File: src/rtl/rsc_pkg.sv
package rsc_pkg;

    // Corner arrival order; the lane walks this sequence and wraps.
    typedef enum logic [1:0] {
        CORNER_TL = 2'd0,
        CORNER_TR = 2'd1,
        CORNER_BL = 2'd2,
        CORNER_BR = 2'd3
    } corner_e;

    function automatic int sum_width(input int ii_w, input int wt_w, input int lanes);
        return ii_w + 2 + wt_w + $clog2(lanes) + 1;
    endfunction

endpackage

File: src/rtl/rsc_corner_lane.sv
module rsc_corner_lane
    import rsc_pkg::*;
#(
    parameter int II_W = 16,
    localparam int RS_W = II_W + 2
) (
    input  logic                   clk,
    input  logic                   rst_n,
    input  logic                   in_valid,
    input  logic [1:0]             in_idx,
    input  logic [II_W-1:0]        in_val,
    output logic                   out_done,
    output logic                   out_err,
    output logic signed [RS_W-1:0] out_sum
);

    typedef struct packed {
        corner_e                nxt;
        logic [II_W-1:0]        tl;
        logic [II_W-1:0]        tr;
        logic [II_W-1:0]        bl;
        logic signed [RS_W-1:0] sum;
        logic                   done;
        logic                   err;
    } lane_st_t;

    lane_st_t st_d, st_q;
    logic signed [RS_W-1:0] rect_d;

    always_comb begin
        rect_d = $signed({2'b00, in_val}) - $signed({2'b00, st_q.tr})
               - $signed({2'b00, st_q.bl}) + $signed({2'b00, st_q.tl});

        st_d      = st_q;
        st_d.done = 1'b0;
        st_d.err  = 1'b0;

        if (in_valid) begin
            if (corner_e'(in_idx) == st_q.nxt) begin
                unique case (st_q.nxt)
                    CORNER_TL: begin st_d.tl = in_val; st_d.nxt = CORNER_TR; end
                    CORNER_TR: begin st_d.tr = in_val; st_d.nxt = CORNER_BL; end
                    CORNER_BL: begin st_d.bl = in_val; st_d.nxt = CORNER_BR; end
                    CORNER_BR: begin
                        st_d.sum  = rect_d;
                        st_d.done = 1'b1;
                        st_d.nxt  = CORNER_TL;
                    end
                    default: st_d.nxt = CORNER_TL;
                endcase
            end else begin
                // Out-of-order corner: drop everything gathered so far.
                st_d.err = 1'b1;
                st_d.nxt = CORNER_TL;
            end
        end else if (st_q.nxt != CORNER_TL) begin
            // Strobe vanished in the middle of a rectangle.
            st_d.err = 1'b1;
            st_d.nxt = CORNER_TL;
        end
    end

    always_ff @(posedge clk) begin
        if (!rst_n) st_q <= '0;
        else        st_q <= st_d;
    end

    assign out_done = st_q.done;
    assign out_err  = st_q.err;
    assign out_sum  = st_q.sum;

endmodule

File: src/rtl/rsc_weight_mul.sv
module rsc_weight_mul #(
    parameter int RS_W = 18,
    parameter int WT_W = 4,
    parameter int FS_W = 25,
    localparam int PR_W = RS_W + WT_W
) (
    input  logic signed [RS_W-1:0] rect,
    input  logic signed [WT_W-1:0] weight,
    output logic signed [FS_W-1:0] prod
);

    logic signed [PR_W-1:0] full;

    assign full = $signed({{WT_W{rect[RS_W-1]}}, rect}) *
                  $signed({{RS_W{weight[WT_W-1]}}, weight});
    assign prod = {{(FS_W-PR_W){full[PR_W-1]}}, full};

endmodule

File: src/rtl/rsc_feature_acc.sv
module rsc_feature_acc #(
    parameter int LANES = 3,
    parameter int RS_W  = 18,
    parameter int WT_W  = 4,
    parameter int FS_W  = 25,
    localparam int CNT_W = $clog2(LANES + 1)
) (
    input  logic                    clk,
    input  logic                    rst_n,
    input  logic [LANES-1:0]        lane_done,
    input  logic [LANES-1:0]        lane_err,
    input  logic [LANES*RS_W-1:0]   lane_sum,
    input  logic [LANES*WT_W-1:0]   rect_weight,
    input  logic [CNT_W-1:0]        num_rects,
    output logic                    feat_valid,
    output logic                    feat_err,
    output logic signed [FS_W-1:0]  feat_sum
);

    typedef struct packed {
        logic signed [FS_W-1:0] acc;
        logic signed [FS_W-1:0] out;
        logic [LANES-1:0]       seen;
        logic                   valid;
        logic                   err;
    } acc_st_t;

    acc_st_t st_d, st_q;

    logic [LANES-1:0]       req;
    logic signed [FS_W-1:0] prod [LANES];

    for (genvar g = 0; g < LANES; g++) begin : g_lane
        assign req[g] = (num_rects > CNT_W'(g));
        rsc_weight_mul #(.RS_W(RS_W), .WT_W(WT_W), .FS_W(FS_W)) u_mul (
            .rect   ($signed(lane_sum[g*RS_W +: RS_W])),
            .weight ($signed(rect_weight[g*WT_W +: WT_W])),
            .prod   (prod[g])
        );
    end

    logic [LANES-1:0]       fire;
    logic [LANES-1:0]       bad;
    logic [LANES-1:0]       seen_nx;
    logic signed [FS_W-1:0] acc_nx;

    always_comb begin
        fire    = lane_done & req;
        bad     = (lane_err & req) | (fire & st_q.seen);
        seen_nx = st_q.seen | fire;
        acc_nx  = st_q.acc;
        for (int i = 0; i < LANES; i++) begin
            if (fire[i]) acc_nx = acc_nx + prod[i];
        end

        st_d       = st_q;
        st_d.valid = 1'b0;
        st_d.err   = 1'b0;

        if (|bad) begin
            st_d.err  = 1'b1;
            st_d.acc  = '0;
            st_d.seen = '0;
        end else if ((|fire) && (seen_nx == req)) begin
            st_d.valid = 1'b1;
            st_d.out   = acc_nx;
            st_d.acc   = '0;
            st_d.seen  = '0;
        end else begin
            st_d.acc  = acc_nx;
            st_d.seen = seen_nx;
        end
    end

    always_ff @(posedge clk) begin
        if (!rst_n) st_q <= '0;
        else        st_q <= st_d;
    end

    assign feat_valid = st_q.valid;
    assign feat_err   = st_q.err;
    assign feat_sum   = st_q.out;

endmodule

File: src/rtl/rsc_feature_collector.sv
module rsc_feature_collector #(
    parameter int  LANES = 3,
    parameter int  II_W  = 16,
    parameter int  WT_W  = 4,
    localparam int CNT_W = $clog2(LANES + 1),
    localparam int FS_W  = rsc_pkg::sum_width(II_W, WT_W, LANES)
) (
    input  logic                   clk,
    input  logic                   rst_n,
    input  logic [LANES-1:0]       corner_valid,
    input  logic [2*LANES-1:0]     corner_idx,
    input  logic [II_W*LANES-1:0]  corner_val,
    input  logic [WT_W*LANES-1:0]  rect_weight,
    input  logic [CNT_W-1:0]       num_rects,
    output logic                   feat_valid,
    output logic [FS_W-1:0]        feat_sum,
    output logic                   feat_err
);

    localparam int RS_W = II_W + 2;

    logic [LANES-1:0]      lane_done;
    logic [LANES-1:0]      lane_err;
    logic [LANES*RS_W-1:0] lane_sum;

    for (genvar g = 0; g < LANES; g++) begin : g_col
        logic signed [RS_W-1:0] sum_w;
        rsc_corner_lane #(.II_W(II_W)) u_lane (
            .clk      (clk),
            .rst_n    (rst_n),
            .in_valid (corner_valid[g]),
            .in_idx   (corner_idx[2*g +: 2]),
            .in_val   (corner_val[g*II_W +: II_W]),
            .out_done (lane_done[g]),
            .out_err  (lane_err[g]),
            .out_sum  (sum_w)
        );
        assign lane_sum[g*RS_W +: RS_W] = sum_w;
    end

    logic signed [FS_W-1:0] sum_s;

    rsc_feature_acc #(
        .LANES (LANES),
        .RS_W  (RS_W),
        .WT_W  (WT_W),
        .FS_W  (FS_W)
    ) u_acc (
        .clk         (clk),
        .rst_n       (rst_n),
        .lane_done   (lane_done),
        .lane_err    (lane_err),
        .lane_sum    (lane_sum),
        .rect_weight (rect_weight),
        .num_rects   (num_rects),
        .feat_valid  (feat_valid),
        .feat_err    (feat_err),
        .feat_sum    (sum_s)
    );

    assign feat_sum = sum_s;

endmodule

File: config.mk
export PLATFORM = sky130hd
export DESIGN_NAME = rsc_feature_collector
export DESIGN_NICKNAME = d
export VERILOG_FILES = /design/src/rtl/rsc_pkg.sv /design/src/rtl/rsc_corner_lane.sv /design/src/rtl/rsc_weight_mul.sv /design/src/rtl/rsc_feature_acc.sv /design/src/rtl/rsc_feature_collector.sv
export SDC_FILE = /design/constraint.sdc
export NUM_CORES = 1
export LEC_CHECK = 0
export BUFFER_PORTS_ARGS = -buffer_cell sky130_fd_sc_hd__buf_2
export CELL_PAD_IN_SITES_DETAIL_PLACEMENT = 1
export CELL_PAD_IN_SITES_GLOBAL_PLACEMENT = 1
export CORE_UTILIZATION = 40
export CTS_BUF_LIST = sky130_fd_sc_hd__clkbuf_16
export DETAILED_ROUTE_END_ITERATION = 12
export PLACE_DENSITY_LB_ADDON = 0.1
export REMOVE_ABC_BUFFERS = 1
export SYNTH_ARGS = -nofsm -noshare
export SYNTH_HDL_FRONTEND = slang
export SYNTH_SLANG_ARGS = --single-unit
File: constraint.sdc
create_clock -name clk -period 14.6 [get_ports clk]
set_input_delay 0.73 -clock clk [delete_from_list [all_inputs] [get_ports clk]]
set_output_delay 0.73 -clock clk [all_outputs]
set_load 0.02 [all_outputs]
==> summary.md <==
| Metric | Value |
|---|---|
| Syn_area_per_cell | ~8.0 sq um |
| Top cell type's share of synthesized area | 20.8% |
| Synth area leader | dfxtp_1 |
| Share of post-route cells with drive strength above 1 | 6.17% |
| Max incr delay on CP | 0.53 ns |
| DR DRC count | 0 |
| Final Util | about 44% |
| Vias in the first global route | 22000 |
| Worst rel slew slack | 30.8% |
| Top_reg_cell synth | dfxtp_1 |
| Row count | 92 |
| Crit Path Category | primary input to flop |
| Global-route wire length before repair | 116 mm |
| Number of synthesized register bits | 265 |
| Hold depth | 3 |
| Inserted Clock Buffers | 37 |
| Power Density | 76.0 nW/um^2 |
| Post-CTS sizing | 0 |
| Final Skew | roughly 0.017 ns |
| Initial Utilization | 40.5% |
| Top cells by area, synth | dfxtp_1 (21%), fa_1 (19%), ha_1 (13%) |
| Worst reg2reg setup slack | 3.27 ns |
| Sequential fraction of the synthesis area | 20.8% |
| Root buffer cell | clkbuf_16 |
| Worst EP required | around 15 ns |
| CTS Buffer Depth | 3 |
| Die W | roughly 250 um |
| Max_cap viols | 0 |
| DIE AREA | ~65000 sq um |
| RSZ-0062 raised after global routing | no |
| Final #Nets | roughly 3800 |
| GRT Total Usage | 22.7% |
| Hold Path Class | primary input to flop |
| Area delta synth->final | 8.77% |
| Reg-to-reg critical path endpoint | u_acc.feat_sum[24]$_SDFFE_PN0P_ |
| Pwr Total | between 0.002 and 0.0025 W |
| Reg2reg start | g_col[0].u_lane.out_sum[0]$_SDFFE_PN0P_ |
| Reg2Reg Depth | between 40 and 50 |
| Clk_lat worst skew | 0.56 ns |
| Max-slew violation count | 0 |
| First-pass DRT Iterations | 4 |
| Status | finished clean |
| Asr flop ratio synth | 0% |
| Final GP Congestion | roughly 0.87 |
| Total length of routed wires | 72.1 mm |
| Post-Syn Instances | 3174 |
| Critical path's slowest cell | fa_1 |
| Mean number of vias per cell | 5.11 |
| Fin crit share | around four fifths |
| Startpoint types | primary input |
| Yosys warns | 0 |
| EDFF count, synth | 0 |
| DPL Wire Length | approximately 59 mm |
| TritonCTS clock tree | built |
| Most common cell in the netlist | nand2_1 |
| Synth Cell Area | 25500 sq um |
| Synth top cells by count | nand2_1 (560), inv_1 (457), a21oi_1 (301) |
| Post-synthesis cell type count | 75 |
| # IOs | 100 |
| Clock transition at path regs | 0.06 ns |
| Fmax achieved | ~90 MHz |
| Final hold violations | 0 |
| Worst-margin pin slew | just over 1 ns |
| Initial antenna violation count | 0 |
| Hold Crit Endpoint | g_col[1].u_lane.st_q[60]$_SDFFE_PN0P_ |
| TNS Setup | 0 ns |
| DR vias | 20700 |
| Post-CTS Hold Fix Bufs | 0 |
| Tmin final | 11.43 ns |
| WHS | ~0.45 ns |
| Peak supply drop | 0.0771 mV |
| Setup Buffers After CTS | 0 |
| CP max FO | 13 |
| Sink Count | around 270 |
| CP Data Arrival Time | 11.90 ns |
| Final Setup Violations | 0 |
| Leakage power | 12.0 nW |
| Hold_sp | corner_val[24] |
| Endpoint class of the critical path | flop |
| Routed Antenna Nets | 0 |
| Die Y | about 250 um |
| PortBufs | 99 |
| DRT iter0 DRCs | 620 |
| GR Overflow Total | 0 |
| Htree depth | 2 |
| Core ar. | about 63000 sq um |
| Most used cell, CP | fa_1 |
| Largest net degree at the start of global routing | 102 |
| Wire per inst | 17.8 um |
==> layer usage <==
layer  vias to the layer above  part of all wire (%)  track usage (%)
li1                      10200                     -                -
met1                     10200                    46             28.9
met2                       204                    50             40.2
met3                        86                   2.3             2.49
met4                         0                   2.4             6.25
met5                         -                     0                0
==> area by class of cell <==
type	count	area [sq um]
fill	7622	35200
multi-input combinational	2313	17900
sequential	265	5310
inverter	457	1720
tap	846	1060
clock buffer	39	976
timing repair buffer	108	563
clock inverter	26	229
antenna	4	10.0
==> stage by stage <==
stage | setup WS [ns] | instances | area [sq um]
global placement | 2.84 | 3989 | 26500
finish | 3.17 | 4058 | 27700
CTS | 3.13 | 4054 | 27700
global route | 2.46 | 4054 | 27700
detailed placement | 2.59 | 3989 | 26500
floorplan | 3.81 | 3035 | 24900
==> report_power, final <==
part           leakage, nW  switching, W  internal (W)
Combinational         9.22      0.000272      0.000187
Sequential            2.14    0.00000566      0.000731
Clock                0.613      0.000360      0.000552
==> worst max-delay path by stage <==
stage,start,to,slack [ns],cells past startpoint
2_1_floorplan,rect_weight[3],u_acc.feat_sum[24]$_SDFFE_PN0P_,3.81,41
3_3_place_gp,rect_weight[3],u_acc.feat_sum[24]$_SDFFE_PN0P_,2.84,44
3_5_place_dp,rect_weight[3],u_acc.feat_sum[24]$_SDFFE_PN0P_,2.59,42
4_1_cts,rect_weight[3],u_acc.feat_sum[24]$_SDFFE_PN0P_,3.13,42
5_1_grt,rect_weight[3],u_acc.feat_sum[24]$_SDFFE_PN0P_,2.46,42
6_report,rect_weight[3],u_acc.feat_sum[24]$_SDFFE_PN0P_,3.17,42
==> worst max-delay path: cells and delay by family <==
family / cells / cell delay [ns]
buffers and inverters: 7 / 0.76
adders and majority gates: 12 / 5.11
muxes: 1 / 0.30
AOI/OAI and AO/OA: 12 / 3.28
and+or+nand+nor: 6 / 0.90
xor gates and xnor gates: 4 / 0.81
==> cell families (layout without fill, tap and decap cells) <==
logic type	Yosys count	in the layout	synth area share, %
simple gates	1025	1025	18.0
compound gates	620	620	14.4
buf+inv	596	630	9.15
fa+ha+maj	507	507	31.9
flops	265	265	20.8
xor+xnor	135	135	4.69
mux	26	26	1.08
other cells	0	4	0
==> cells in the final DEF (no fill, tap or decap), types with 18 or more instances in the layout <==
cell / Yosys / final
nor2_1: 162 / 162
o21ai_0: 132 / 131
ha_1: 270 / 270
a211oi_1: 33 / 33
nand2b_1: 58 / 58
o21bai_1: 18 / 18
nor3_1: 27 / 27
a21oi_1: 301 / 301
buf_2: 1 / 99
and3_1: 23 / 23
nor2b_1: 23 / 22
xnor2_1: 99 / 99
fa_1: 237 / 237
xor2_1: 35 / 35
and2_1: 95 / 95
nand3_1: 31 / 31
a21o_1: 35 / 35
inv_1: 457 / 461
dfxtp_1: 265 / 265
clkbuf_16: 0 / 39
nand2_1: 560 / 560
==> registers in the layout, summed over array words and instances (netlist names) <==
name,count
u_acc.feat_valid,1
g_col.u_lane.out_done,3
u_acc.st_q,28
g_col.u_lane.out_err,3
g_col.u_lane.st_q,150
u_acc.feat_err,1
g_col.u_lane.out_sum,54
u_acc.feat_sum,25
No activity file was read; power rests on OpenSTA's default activity.
